--- src/rtl/canary_tune_pkg.sv ---
package canary_tune_pkg;

  typedef enum logic [2:0] {
    ST_LOAD, ST_SETTLE, ST_SWEEP, ST_LOCK, ST_ERR
  } tune_st_e;

  typedef enum logic [1:0] {
    PH_IDLE, PH_WR, PH_RD, PH_CMP
  } sweep_ph_e;

  // starting code for one table slot
  function automatic int table_code(int idx, int base, int step);
    return base + idx * step;
  endfunction

  // assist selection: bit0 neg bitline, bit1 wordline boost, bit2 supply boost
  function automatic logic [2:0] table_assist(int idx);
    case (idx / 2)
      0:       return 3'b001;
      1:       return 3'b010;
      2:       return 3'b100;
      default: return 3'b101;
    endcase
  endfunction

  function automatic logic [31:0] canary_pattern(int addr);
    return 32'hA5A5_A5A5 ^ addr;
  endfunction

  function automatic int clamp_code(int v, int lo, int hi);
    if (v < lo) return lo;
    if (v > hi) return hi;
    return v;
  endfunction

endpackage

--- src/rtl/freq_table.sv ---
module freq_table
  import canary_tune_pkg::*;
#(
  parameter int FW   = 8,
  parameter int VW   = 6,
  parameter int IDXW = 3,
  parameter int BASE = 16,
  parameter int STEP = 4
) (
  input  logic [FW-1:0] freq_code,
  input  logic [VW-1:0] vmin,
  input  logic [VW-1:0] vmax,
  output logic [VW-1:0] init_code,
  output logic [2:0]    init_mask
);
  localparam int NENT = 1 << IDXW;

  logic [VW-1:0] code_tab [NENT];
  logic [2:0]    mask_tab [NENT];

  for (genvar i = 0; i < NENT; i++) begin : g_ent
    assign code_tab[i] = VW'(table_code(i, BASE, STEP));
    assign mask_tab[i] = table_assist(i);
  end

  logic [IDXW-1:0] idx;
  assign idx       = freq_code[FW-1 -: IDXW];
  assign init_code = VW'(clamp_code(int'(code_tab[idx]), int'(vmin), int'(vmax)));
  assign init_mask = mask_tab[idx];
endmodule

--- src/rtl/settle_timer.sv ---
module settle_timer #(
  parameter int SW = 8
) (
  input  logic          clk,
  input  logic          rst_n,
  input  logic          load,
  input  logic [SW-1:0] cycles,
  output logic          busy,
  output logic          expire
);
  logic [SW-1:0] cnt;

  assign expire = busy && (cnt == '0);

  always_ff @(posedge clk) begin
    if (!rst_n) begin
      cnt  <= '0;
      busy <= 1'b0;
    end else if (load) begin
      cnt  <= cycles;
      busy <= 1'b1;
    end else if (expire) begin
      busy <= 1'b0;
    end else if (busy) begin
      cnt <= cnt - 1'b1;
    end
  end
endmodule

--- src/rtl/canary_sweeper.sv ---
module canary_sweeper
  import canary_tune_pkg::*;
#(
  parameter int NADDR = 16,
  parameter int DW    = 8,
  localparam int AW   = $clog2(NADDR),
  localparam int CW   = $clog2(NADDR + 1)
) (
  input  logic          clk,
  input  logic          rst_n,
  input  logic          start,
  input  logic [DW-1:0] rdata,
  output logic [AW-1:0] addr,
  output logic [DW-1:0] wdata,
  output logic          we,
  output logic          re,
  output logic          done,
  output logic [CW-1:0] fail_count
);
  localparam logic [AW-1:0] LAST = AW'(NADDR - 1);

  sweep_ph_e ph;
  logic      mismatch;

  assign wdata    = DW'(canary_pattern(int'(addr)));
  assign we       = (ph == PH_WR);
  assign re       = (ph == PH_RD);
  assign mismatch = (ph == PH_CMP) && (rdata != wdata);

  always_ff @(posedge clk) begin
    if (!rst_n) begin
      ph         <= PH_IDLE;
      addr       <= '0;
      fail_count <= '0;
      done       <= 1'b0;
    end else begin
      done <= 1'b0;
      case (ph)
        PH_IDLE: if (start) begin
          ph         <= PH_WR;
          addr       <= '0;
          fail_count <= '0;
        end
        PH_WR: ph <= PH_RD;
        PH_RD: ph <= PH_CMP;
        default: begin
          fail_count <= fail_count + CW'(mismatch);
          if (addr == LAST) begin
            ph   <= PH_IDLE;
            done <= 1'b1;
          end else begin
            addr <= addr + 1'b1;
            ph   <= PH_WR;
          end
        end
      endcase
    end
  end
endmodule

--- src/rtl/canary_vmin_tuner.sv ---
module canary_vmin_tuner
  import canary_tune_pkg::*;
#(
  parameter int FW    = 8,
  parameter int VW    = 6,
  parameter int SW    = 8,
  parameter int NADDR = 16,
  parameter int DW    = 8,
  parameter int BASE  = 16,
  parameter int STEP  = 4,
  localparam int AW   = $clog2(NADDR),
  localparam int CW   = $clog2(NADDR + 1)
) (
  input  logic          clk,
  input  logic          rst_n,
  input  logic [FW-1:0] freq_code,
  input  logic [CW-1:0] fail_thresh,
  input  logic [VW-1:0] vcode_min,
  input  logic [VW-1:0] vcode_max,
  input  logic [SW-1:0] settle_cycles,
  input  logic [DW-1:0] cmem_rdata,
  output logic [AW-1:0] cmem_addr,
  output logic [DW-1:0] cmem_wdata,
  output logic          cmem_we,
  output logic          cmem_re,
  output logic [VW-1:0] vcode,
  output logic [2:0]    assist_mask,
  output logic          v_up,
  output logic          v_dn,
  output logic          locked,
  output logic          err
);
  tune_st_e      st;
  logic [FW-1:0] freq_held;
  logic [VW-1:0] init_code;
  logic [2:0]    init_mask;
  logic [CW-1:0] fail_count;

  // named internal events
  logic settle_busy, settle_expire, sweep_done, load_evt, timer_load;
  logic below_thresh, at_floor, at_ceiling, freq_moved;

  assign load_evt     = (st == ST_LOAD);
  assign below_thresh = fail_count < fail_thresh;
  assign at_floor     = vcode <= vcode_min;
  assign at_ceiling   = vcode >= vcode_max;
  assign freq_moved   = freq_code != freq_held;
  assign timer_load   = load_evt ||
                        ((st == ST_SWEEP) && sweep_done && below_thresh && !at_floor);

  freq_table #(.FW(FW), .VW(VW), .IDXW(3), .BASE(BASE), .STEP(STEP)) u_table (
    .freq_code(freq_code), .vmin(vcode_min), .vmax(vcode_max),
    .init_code(init_code), .init_mask(init_mask)
  );

  settle_timer #(.SW(SW)) u_settle (
    .clk(clk), .rst_n(rst_n), .load(timer_load), .cycles(settle_cycles),
    .busy(settle_busy), .expire(settle_expire)
  );

  canary_sweeper #(.NADDR(NADDR), .DW(DW)) u_sweep (
    .clk(clk), .rst_n(rst_n), .start((st == ST_SETTLE) && settle_expire),
    .rdata(cmem_rdata), .addr(cmem_addr), .wdata(cmem_wdata),
    .we(cmem_we), .re(cmem_re), .done(sweep_done), .fail_count(fail_count)
  );

  always_ff @(posedge clk) begin
    if (!rst_n) begin
      st          <= ST_LOAD;
      freq_held   <= '0;
      vcode       <= '0;
      assist_mask <= '0;
      v_up        <= 1'b0;
      v_dn        <= 1'b0;
      locked      <= 1'b0;
      err         <= 1'b0;
    end else begin
      v_up <= 1'b0;
      v_dn <= 1'b0;
      case (st)
        ST_LOAD: begin
          vcode       <= init_code;
          assist_mask <= init_mask;
          freq_held   <= freq_code;
          locked      <= 1'b0;
          err         <= 1'b0;
          st          <= ST_SETTLE;
        end
        ST_SETTLE: if (settle_expire) st <= ST_SWEEP;
        ST_SWEEP: if (sweep_done) begin
          if (below_thresh) begin
            if (!at_floor) begin
              vcode <= vcode - 1'b1;
              v_dn  <= 1'b1;
              st    <= ST_SETTLE;
            end else begin
              locked <= 1'b1;
              st     <= ST_LOCK;
            end
          end else if (!at_ceiling) begin
            vcode  <= vcode + 1'b1;
            v_up   <= 1'b1;
            locked <= 1'b1;
            st     <= ST_LOCK;
          end else begin
            err <= 1'b1;
            st  <= ST_ERR;
          end
        end
        default: if (freq_moved) begin
          locked <= 1'b0;
          st     <= ST_LOAD;
        end
      endcase
    end
  end
endmodule

--- config.mk ---
export PLATFORM = sky130hd
export DESIGN_NAME = canary_vmin_tuner
export DESIGN_NICKNAME = d
export VERILOG_FILES = /design/src/rtl/canary_tune_pkg.sv /design/src/rtl/freq_table.sv /design/src/rtl/settle_timer.sv /design/src/rtl/canary_sweeper.sv /design/src/rtl/canary_vmin_tuner.sv
export SDC_FILE = /design/constraint.sdc
export NUM_CORES = 1
export LEC_CHECK = 0
export ABC_AREA = 1
export BUFFER_PORTS_ARGS = -buffer_cell sky130_fd_sc_hd__buf_2
export CORE_MARGIN = 5
export CORE_UTILIZATION = 57
export DETAILED_ROUTE_END_ITERATION = 8
export PLACE_DENSITY = 0.82
export SLEW_MARGIN = 20
export SYNTH_ARGS = -nofsm -noshare
export SYNTH_HDL_FRONTEND = slang
export SYNTH_HIERARCHICAL = 1
export SYNTH_SLANG_ARGS = --single-unit
export TNS_END_PERCENT = 50
--- constraint.sdc ---
create_clock -name clk -period 2.7 [get_ports clk]
set_input_delay 0.405 -clock clk [delete_from_list [all_inputs] [get_ports clk]]
set_output_delay 0.405 -clock clk [all_outputs]
set_load 0.1 [all_outputs]
==> results of run 1 <==
layout by cell type, fill, tap and decap left out, types with 6 or more instances in the layout:
cell type and n:
nand2_2 10, nand2_1 135, nand3_1 34, nor2_1 73, a21oi_1 30, inv_1 92
nor2_2 8, buf_2 65, ha_1 36, nor3_1 6, o21ai_1 18, o21ai_0 17
inv_2 8, dfxtp_1 40, nand4_1 6
worst max-delay path, cell delays in order, from the launching register on:
cell,delay [ns]
dfxtp_1,0.38
ha_1,0.32
nand2_1,0.05
nor2_1,0.07
nand2_1,0.11
nand3_4,0.13
clkinvlp_4,0.22
ha_4,0.34
nand2_1,0.07
o21ai_0,0.29
a21oi_1,0.13
o21ai_1,0.09
nand2_1,0.06
nor2_1,0.11
nor2_2,0.05
routing by layer:
layer	track usage [%]	share of wire (%)
met1	24.05	44
met2	37.89	49
met3	4.833	6.0
met4	7.320	1.8
met5	0	0
flip-flops by register name, indices dropped and copies added, names as in the netlist:
signal,count
u_sweep/fail_count,5
u_sweep/ph,2
u_settle/busy,1
u_sweep/addr,4
v_up,1
v_dn,1
locked,1
st,3
freq_held,8
u_sweep/done,1
assist_mask,3
vcode,6
u_settle/cnt,8
err,1
cells by family (layout without fill, tap and decap cells):
group	after synthesis	in the layout	synth area share [%]
AND/OR/NAND/NOR	290	290	35.42
buffers and inverters	121	186	14.06
AO/OA/AOI/OAI	71	71	10.11
flip-flops	45	45	24.33
adder cells (fa/ha/maj)	40	40	13.72
XOR/XNOR	8	8	1.893
other	2	4	0.2028
multiplexers	1	1	0.2704
worst max-delay path by stage:
| stage | depth (start not counted) | endpoint |
|---|---|---|
| after floorplan | 11 | u_settle/cnt[7] |
| after global placement | 18 | vcode[5] |
| after detailed placement | 17 | vcode[4] |
| after CTS | 15 | vcode[5] |
| after global routing | 14 | vcode[3] |
| final | 14 | vcode[3] |
per-stage QoR:
step                      utilization, %  setup slack (ns)
after global placement             64.16            0.1808
after global routing               66.96          -0.02090
final                              66.96            0.1714
after detailed placement           64.16           0.08912
after CTS                          65.99            0.2099
after floorplan                        -           0.05323
layout make-up:
cell class,instances,area (sq um),share of cell area (%)
multi-input combinational,414,2338,55.00
sequential,45,907.1,21.34
inverter,108,430.4,10.12
timing repair buffer,70,362.8,8.534
tap,77,96.34,2.266
clock buffer,5,68.82,1.619
clock inverter,3,47.55,1.118
power groups by stage:
stage                     clock (uW)  combinational [uW]  sequential (uW)
after CTS                        554                2920             1110
after global placement             0                2830             1120
final                            537                2960             1120
after floorplan                    0                1950             1570
after detailed placement           0                2900             1120
after global routing             578                3280             1150
timing repair:
| action | in CTS | in global routing |
|---|---|---|
| buffers inserted | 0 | 1 |
| endpoints found under the setup margin | 0 | 2 |
| gates resized for setup | 0 | 6 |
==> run_results.csv, run 1 <==
group,metric,value,unit
power_and_ir_drop,power.switching,2563,uW
synth,syn_avg_cell_area,6.405,sq um
synth,ys_ff_latch,45,
power_and_ir_drop,p_per_area,1085,nW/um^2
status,status,"finished clean",
synth,synth_flop_cell,"dfxtp_1",
worst_setup_path,reg2reg_depth,14,
min_path,hp-class,"primary input to register",
clock_network,cts.clk_slew.worst_paths,0.09,ns
power_and_ir_drop,combPwrFrac,64.1,%
power_and_ir_drop,total_power,4613,uW
power_and_ir_drop,seq_power_share,24.3,%
synth,synth_edf_count,0,
worst_setup_path,critPathKind,"register to register",
synth,synthTopCellsByCount,"135 x nand2_1, 92 x inv_1, 73 x nor2_1, 45 x dfxtp_1, 39 x ha_1",
power_and_ir_drop,intPower,2050,uW
detailed_routing,route.vias.total,3698,
clock_network,numCtsBuffers,5,
global_routing,grt_max_degree,19,
sta,skew,0.007450,ns
sta,final_max_slew_viol_count,0,
flow_run,cap_violations,0,
sta,fin_crit_sh,93.65,%
clock_network,clock_path_buffers,2,
power_and_ir_drop,sw_frac_of_total,55.55,%
detailed_routing,drt_first_pass_iters,5,
clock_network,clkLatencyLatePin,0.31,ns
worst_setup_path,crit_path_end_kind,"register",
global_routing,grt-ovfl-total,0,
synth,synth_top_area_share,24.33,%
layout,antenna_cells,0,
placed_design,dpl-instance-area,4074,sq um
layout,drive_above_1_share,20.93,%
min_path,min_to,"freq_held[2]",
die,die_area,8207,sq um
die,initial_core_util,58.31,%
clock_network,cts-root-buf,"clkbuf_8",
global_routing,grt_usage,21.03,%
clock_network,clock-sinks,45,
layout,fin_nets,727,
synth,synth.most_common_cell,"nand2_1",
detailed_routing,postRouteWirelength,8569,um
global_routing,grt_pass1_vias,3575,
die,core_area,6350,sq um
worst_setup_path,worstReg2RegEnd,"vcode[3]",
clock_network,htreeDepth,2,
layout,area_delta_synth_final,14.84,%
synth,synth_area_leaders,"dfxtp_1 24%, nand2_1 14%, ha_1 13%, inv_1 9.3%, nor2_1 7.4%",
sta,setup_viol,0,
sta,fmaxAchievable,395.5,MHz
synth,yosysTopAreaCell,"dfxtp_1",
layout,layout.cells.non_filler,722,
sta,tns,0,ns
die,fp.dieH,90.60,um
die,die_w,90.60,um
sta,fin_worst_hold_slack,0.3405,ns
worst_setup_path,setup.worst_path.start,"u_sweep/fail_count[2]",
power_and_ir_drop,p_clk_share,11.6,%
layout,final_area,4252,sq um
global_routing,antenna_found_initial,0,
power_and_ir_drop,vdd_drop_max,0.0006821,V
clock_network,ctsHoldBuffers,0,
synth,synthCells,578,
sta,period_needed,2.529,ns
die,ios,70,
synth,seq_area_frac_synth,24.33,%
synth,async_flop_share,0,%
worst_setup_path,critical_path.startpoint_type,"register",
detailed_routing,wl_per_cell,11.87,um
worst_setup_path,reg2reg_from,"u_sweep/fail_count[2]",
detailed_routing,via_per_inst,5.122,
synth,netlist_area,3702,sq um
worst_setup_path,cp.required,2.91,ns
power_and_ir_drop,p_leak,0.002370,uW
placed_design,gp_congestion,0.9343,
min_path,min_path_cells,3,
worst_setup_path,worstPathMaxFanout,7,
placed_design,portBuffers,65,
min_path,holdCritStartpoint,"freq_code[2]",
detailed_routing,ant_nets,0,
detailed_routing,remaining_drc_errors,0,
global_routing,grt_pass1_wl,14840,um
worst_setup_path,worstPathArrival,2.74,ns
die,fp-row-count,29,
synth,yosysWarnings,6,
synth,ys_types,41,
placed_design,hpwl,6665,um
sta,final_hold_viol_count,0,
placed_design,place_inst,713,
detailed_routing,drt_iter0_drc,147,
clock_network,tritoncts,"built",
worst_setup_path,reg2reg_slack,0.17,ns
layout,fillCellCount,573,
Power figures use the tool's default switching activity.
==> run 2, diff against run 1 <==
--- a/config.mk
+++ b/config.mk
@@ -8,9 +8,10 @@
 export ABC_AREA = 1
 export BUFFER_PORTS_ARGS = -buffer_cell sky130_fd_sc_hd__buf_2
 export CORE_MARGIN = 5
-export CORE_UTILIZATION = 57
+export CORE_UTILIZATION = 58
+export CTS_BUF_LIST = sky130_fd_sc_hd__clkbuf_4 sky130_fd_sc_hd__clkbuf_8
 export DETAILED_ROUTE_END_ITERATION = 8
-export PLACE_DENSITY = 0.82
+export PLACE_DENSITY = 0.83
 export SLEW_MARGIN = 20
 export SYNTH_ARGS = -nofsm -noshare
 export SYNTH_HDL_FRONTEND = slang
==> run 2 against run 1 <==
  * Count of clock-buffer cells in the layout is the same
  * Combinational power fell by 2%
  * Flip-flop and latch count unchanged
  * Largest cell class unchanged
  * Largest power group unchanged
==> run_results.csv, run 2 (synthesis gave the netlist of run 1 again) <==
group,metric,value,unit
status,status,"finished clean",
worst_setup_path,critical_path.startpoint_type,"register",
global_routing,grt_pass1_vias,3483,
worst_setup_path,worstPathArrival,2.61,ns
worst_setup_path,cpMaxStageDelayCell,"dfxtp_1",
worst_setup_path,worstPathMaxFanout,10,
layout,layout_commonest_cell,"nand2_1",
layout,top_regs,"freq_held (8), u_settle/cnt (8), vcode (6)",
detailed_routing,via_per_inst,5.042,
min_path,hp-class,"primary input to register",
flow_run,cap_violations,0,
sta,worst_slack,0.2885,ns
detailed_routing,wl_per_cell,11.90,um
layout,fin_nets,725,
die,fp-row-count,29,
sta,final_hold_viol_count,0,
die,core_area,6277,sq um
worst_setup_path,crit_path_end_kind,"register",
placed_design,hpwl,6953,um
detailed_routing,postRouteWirelength,8566,um
power_and_ir_drop,vdd_drop_max,0.0008108,V
clock_network,numCtsBuffers,5,
worst_setup_path,crit_chain,"ha_1 -> a21oi_1 -> nand3_2 -> nor2_1 -> clkinv_1 -> o21ai_1 -> buf_4 -> clkinv_8 -> or2_2 -> nand3_1 -> o21ai_2",
sta,period_needed,2.412,ns
clock_network,cts-root-buf,"clkbuf_8",
clock_network,tritoncts,"built",
detailed_routing,drt_first_pass_iters,4,
global_routing,grt_usage,21.01,%
sta,fmaxAchievable,414.7,MHz
sta,skew,0.009331,ns
die,die_area,8081,sq um
detailed_routing,remaining_drc_errors,0,
detailed_routing,route.vias.total,3630,
layout,area_delta_synth_final,12.30,%
sta,rsz0062_at_grt,"no",
layout,mostFrequentLayoutCells,"135 x nand2_1, 92 x inv_1, 73 x nor2_1",
power_and_ir_drop,p_per_area,1065,nW/um^2
clock_network,clock_path_buffers,2,
placed_design,dp_slack,0.04634,ns
global_routing,grt_max_degree,18,
sta,setup_viol,0,
layout,antenna_cells,0,
worst_setup_path,reg2reg_slack,0.29,ns
worst_setup_path,critPathMaxStageDelay,0.41,ns
power_and_ir_drop,p_leak,0.002346,uW
clock_network,clock-sinks,45,
die,ios,70,
clock_network,htreeDepth,2,
clock_network,ctsHoldBuffers,0,
placed_design,portBuffers,65,
placed_design,gp_congestion,0.9498,
global_routing,antenna_found_initial,0,
clock_network,cts.clk_slew.worst_paths,0.09,ns
sta,tns,0,ns
die,die_w,89.90,um
sta,fin_crit_sh,89.32,%
layout,drive_above_1_share,20.06,%
die,fp.dieH,89.90,um
worst_setup_path,cp.required,2.89,ns
clock_network,clkLatencyLatePin,0.30,ns
worst_setup_path,critPathKind,"register to register",
sta,final_max_slew_viol_count,0,
detailed_routing,ant_nets,0,
detailed_routing,drt_iter0_drc,122,
die,initial_core_util,58.98,%
global_routing,grt-ovfl-total,0,
global_routing,grt_pass1_wl,14680,um
[run 2: changes by cell type in the layout (fill, tap and decap cells not counted), moves of 2 or more]
cell / delta
clkinv_4: +2
ha_4: -3
ha_1: +3
buf_4: -2
inv_6: -2
[run 2: cell type report]
cell class,instances,area (sq um)
Clock buffer,5,68.82
Clock inverter,3,22.52
Fill cell,586,2120
Inverter,108,426.7
Multi-Input combinational cell,414,2288
Sequential cell,45,907.1
Tap cell,77,96.34
Timing Repair Buffer,68,347.8
[run 2: critical path: cells and delay by family (launching register included)]
family / cells / cell delay (ns)
simple gates: 4 / 0.80
flops: 1 / 0.41
compound gates: 3 / 0.41
buf+inv: 3 / 0.40
fa+ha+maj: 1 / 0.27
[run 2: through the flow]
step	instances	utilization, %	area (sq um)	hold WS (ns)	total power (uW)
after floorplan	580	-	3716	0.4329	3518
after global placement	712	64.78	4066	0.4415	3914
after detailed placement	712	64.78	4066	0.4494	4011
after CTS	720	66.23	4158	0.3454	4447
after global routing	720	66.23	4158	0.3411	4835
final	720	66.23	4158	0.3586	4429
[run 2: repair_timing]
item | 4_1_cts | 5_1_grt
setup endpoints to repair | 0 | 1
setup buffers | 0 | 0
gates resized for setup | 0 | 1
[run 2: power breakdown]
group	total (uW)	switching [uW]	internal [uW]	leakage, uW
combinational	2890	2050	840	0.00193
clock	420	236	184	0.0000481
sequential	1120	228	888	0.000372
total	4430	2520	1910	0.00235
[run 2: routing by layer]
metal / share of wire (%) / track usage [%] / vias to the layer above / wire length (um)
li1: - / - / 1925 / -
met1: 44 / 24.48 / 1611 / 3749
met2: 50 / 38.72 / 80 / 4317
met3: 4.3 / 3.422 / 14 / 366
met4: 1.5 / 6.824 / 0 / 132
met5: 0 / 0 / - / 0
[run 2: final timing paths]
path	cells past startpoint	end	startpoint
setup / recovery	11	u_settle/cnt[7]	u_sweep/fail_count[4]
hold / removal	3	freq_held[4]	freq_code[4]
setup reg to reg	11	u_settle/cnt[7]	u_sweep/fail_count[4]
hold reg to reg	2	locked	locked
==> run 3, diff against run 2 <==
--- a/config.mk
+++ b/config.mk
@@ -8,10 +8,10 @@
 export ABC_AREA = 1
 export BUFFER_PORTS_ARGS = -buffer_cell sky130_fd_sc_hd__buf_2
 export CORE_MARGIN = 5
-export CORE_UTILIZATION = 58
+export CORE_UTILIZATION = 28
 export CTS_BUF_LIST = sky130_fd_sc_hd__clkbuf_4 sky130_fd_sc_hd__clkbuf_8
 export DETAILED_ROUTE_END_ITERATION = 8
-export PLACE_DENSITY = 0.83
+export PLACE_DENSITY = 0.46
 export SLEW_MARGIN = 20
 export SYNTH_ARGS = -nofsm -noshare
 export SYNTH_HDL_FRONTEND = slang
==> run 3 against run 2 <==
  * First-iteration DRC count up 11%
  * Maximum frequency down 2.3%
  * Power increased by 5.2%
  * Non-clock buffer count up 3
  * Sequential power is essentially flat
  * Largest power group unchanged
  * Die area rose by 93%
  * Clock skew increased by 0.0013 ns
  * Clock power increased by 49%
  * Register-to-register slack lost 0.06 ns
==> run_results.csv, run 3 (synthesis gave the netlist of run 1 again) <==
group,metric,value,unit
status,status,"finished clean",
sta,skew,0.01061,ns
clock_network,cts.clk_slew.worst_paths,0.10,ns
global_routing,gr-usage-met1,16.47,%
worst_setup_path,crit_path_end_kind,"register",
placed_design,gp_congestion,0.8518,
worst_setup_path,reg2reg_depth,15,
layout,layout_commonest_cell,"nand2_1",
power_and_ir_drop,intPower,2110,uW
detailed_routing,drt_iter0_drc,135,
power_and_ir_drop,p_per_area,1071,nW/um^2
sta,rsz0062_at_grt,"no",
die,die_w,125.0,um
sta,fin_worst_hold_slack,0.3447,ns
global_routing,grtUsageMet2,19.93,%
sta,period_needed,2.469,ns
layout,drive_above_1_share,20.43,%
clock_network,tritoncts,"built",
global_routing,grt_usage,12.17,%
die,fp.dieH,125.0,um
global_routing,grtUsageMet3,2.644,%
power_and_ir_drop,combPwrFrac,62.8,%
worst_setup_path,worstPathArrival,2.70,ns
detailed_routing,remaining_drc_errors,0,
global_routing,grt-ovfl-total,0,
global_routing,antenna_found_initial,0,
flow_run,cap_violations,0,
layout,antenna_cells,0,
clock_network,clock_path_buffers,2,
global_routing,grt.busiest_layer,"met2",
sta,final_hold_viol_count,0,
die,core_area,13090,sq um
power_and_ir_drop,p_clk_share,13.4,%
placed_design,place_inst,814,
die,die_area,15620,sq um
die,initial_core_util,28.29,%
global_routing,grt_pass1_vias,3440,
placed_design,portBuffers,65,
sta,fmaxAchievable,404.9,MHz
power_and_ir_drop,power.switching,2551,uW
die,ios,70,
sta,final_max_slew_viol_count,0,
global_routing,grt_pass1_wl,16130,um
clock_network,numCtsBuffers,5,
clock_network,postCtsSetupBuffers,0,
min_path,min_path_cells,3,
power_and_ir_drop,vdd_drop_max,0.0004406,V
power_and_ir_drop,seq_power_share,23.8,%
layout,fin_nets,728,
clock_network,htreeDepth,2,
detailed_routing,postRouteWirelength,9545,um
detailed_routing,route.vias.total,3584,
worst_setup_path,cp.required,2.94,ns
detailed_routing,wl_per_cell,11.61,um
die,fp-row-count,42,
layout,layout.cells.non_filler,822,
global_routing,grt_max_degree,22,
detailed_routing,via_per_inst,4.360,
clock_network,cts-root-buf,"clkbuf_8",
power_and_ir_drop,p_leak,0.002381,uW
min_path,hp-class,"primary input to register",
clock_network,clkLatencyLatePin,0.31,ns
placed_design,hpwl,7644,um
worst_setup_path,critPathKind,"register to register",
worst_setup_path,critical_path.startpoint_type,"register",
power_and_ir_drop,sw_frac_of_total,54.72,%
layout,top_regs,"freq_held (8), u_settle/cnt (8), vcode (6)",
sta,setup_viol,0,
layout,mostFrequentLayoutCells,"135 x nand2_1, 92 x inv_1, 73 x nor2_1",
clock_network,clock-sinks,45,
layout,area_delta_synth_final,17.51,%
worst_setup_path,worstPathMaxFanout,6,
sta,tns,0,ns
detailed_routing,ant_nets,0,
detailed_routing,drt_first_pass_iters,4,
sta,fin_crit_sh,91.46,%
==> run 3: changes by cell type in the layout (fill, tap and decap cells not counted) <==
cell | before | now
buf_4 | 3 | 6
clkinvlp_4 | 0 | 1
clkinv_4 | 2 | 0
inv_2 | 9 | 8
bufinv_16 | 0 | 2
==> run 3: worst paths after layout <==
check                     to                  start  slack [ns]
max                 vcode[5]  u_sweep/fail_count[2]        0.23
min             freq_held[4]           freq_code[4]        0.34
max reg2reg         vcode[5]  u_sweep/fail_count[2]        0.23
min reg2reg  u_settle/cnt[7]        u_settle/cnt[7]        0.46
==> run 3: through the flow <==
stage / setup WS (ns) / util (%) / power (uW) / instance area, sq um
6_report: 0.2305 / 33.25 / 4661 / 4350
5_1_grt: 0.005760 / 33.25 / 5105 / 4350
4_1_cts: 0.1832 / 33.22 / 4733 / 4347
3_5_place_dp: 0.06995 / 32.20 / 4081 / 4213
3_3_place_gp: 0.1495 / 32.20 / 4049 / 4213
2_1_floorplan: 0.05323 / - / 3518 / 3716
==> run 3: layer usage <==
metal	routed length (um)	share of wire, %
met4	119	1.2
met3	480	5.0
met5	0	0
met1	4747	50
met2	4199	44
==> run 3: repair_timing <==
| action | 4_1_cts | 5_1_grt |
|---|---|---|
| resized for setup | 0 | 1 |
| hold buffers | 0 | 0 |
| endpoints found under the setup margin | 0 | 2 |
| endpoints found under the hold margin | 0 | 0 |
==> run 3: area by class of cell <==
| type | count | area, sq um |
|---|---|---|
| multi-input cells | 414 | 2288 |
| fillers | 1438 | 8735 |
| repair buffers | 71 | 370.4 |
| clock inverters | 3 | 65.06 |
| well taps | 176 | 220.2 |
| flip-flops and latches | 45 | 907.1 |
| inverters | 108 | 430.4 |
| clock buffers | 5 | 68.82 |
==> run 3: power by group through the flow <==
stage	Sequential (uW)	Clock, uW	Combinational (uW)
after floorplan	1570	0	1950
after global placement	1120	0	2930
after detailed placement	1130	0	2950
after CTS	1120	653	2960
after global routing	1150	674	3290
final	1110	625	2930
==> run 3: critical path, cell delays in order, from the launching register on <==
cell and delay [ns]:
dfxtp_1 0.38, ha_1 0.32, nand2_1 0.05, nor2_1 0.08, nand2_1 0.08, nand3_2 0.15
clkinvlp_4 0.18, ha_1 0.36, nand2_1 0.08, nor3_1 0.18, clkinv_1 0.08, nand3_1 0.11
nand3_1 0.08, nand3_1 0.08, nand2_1 0.06, a21oi_1 0.12
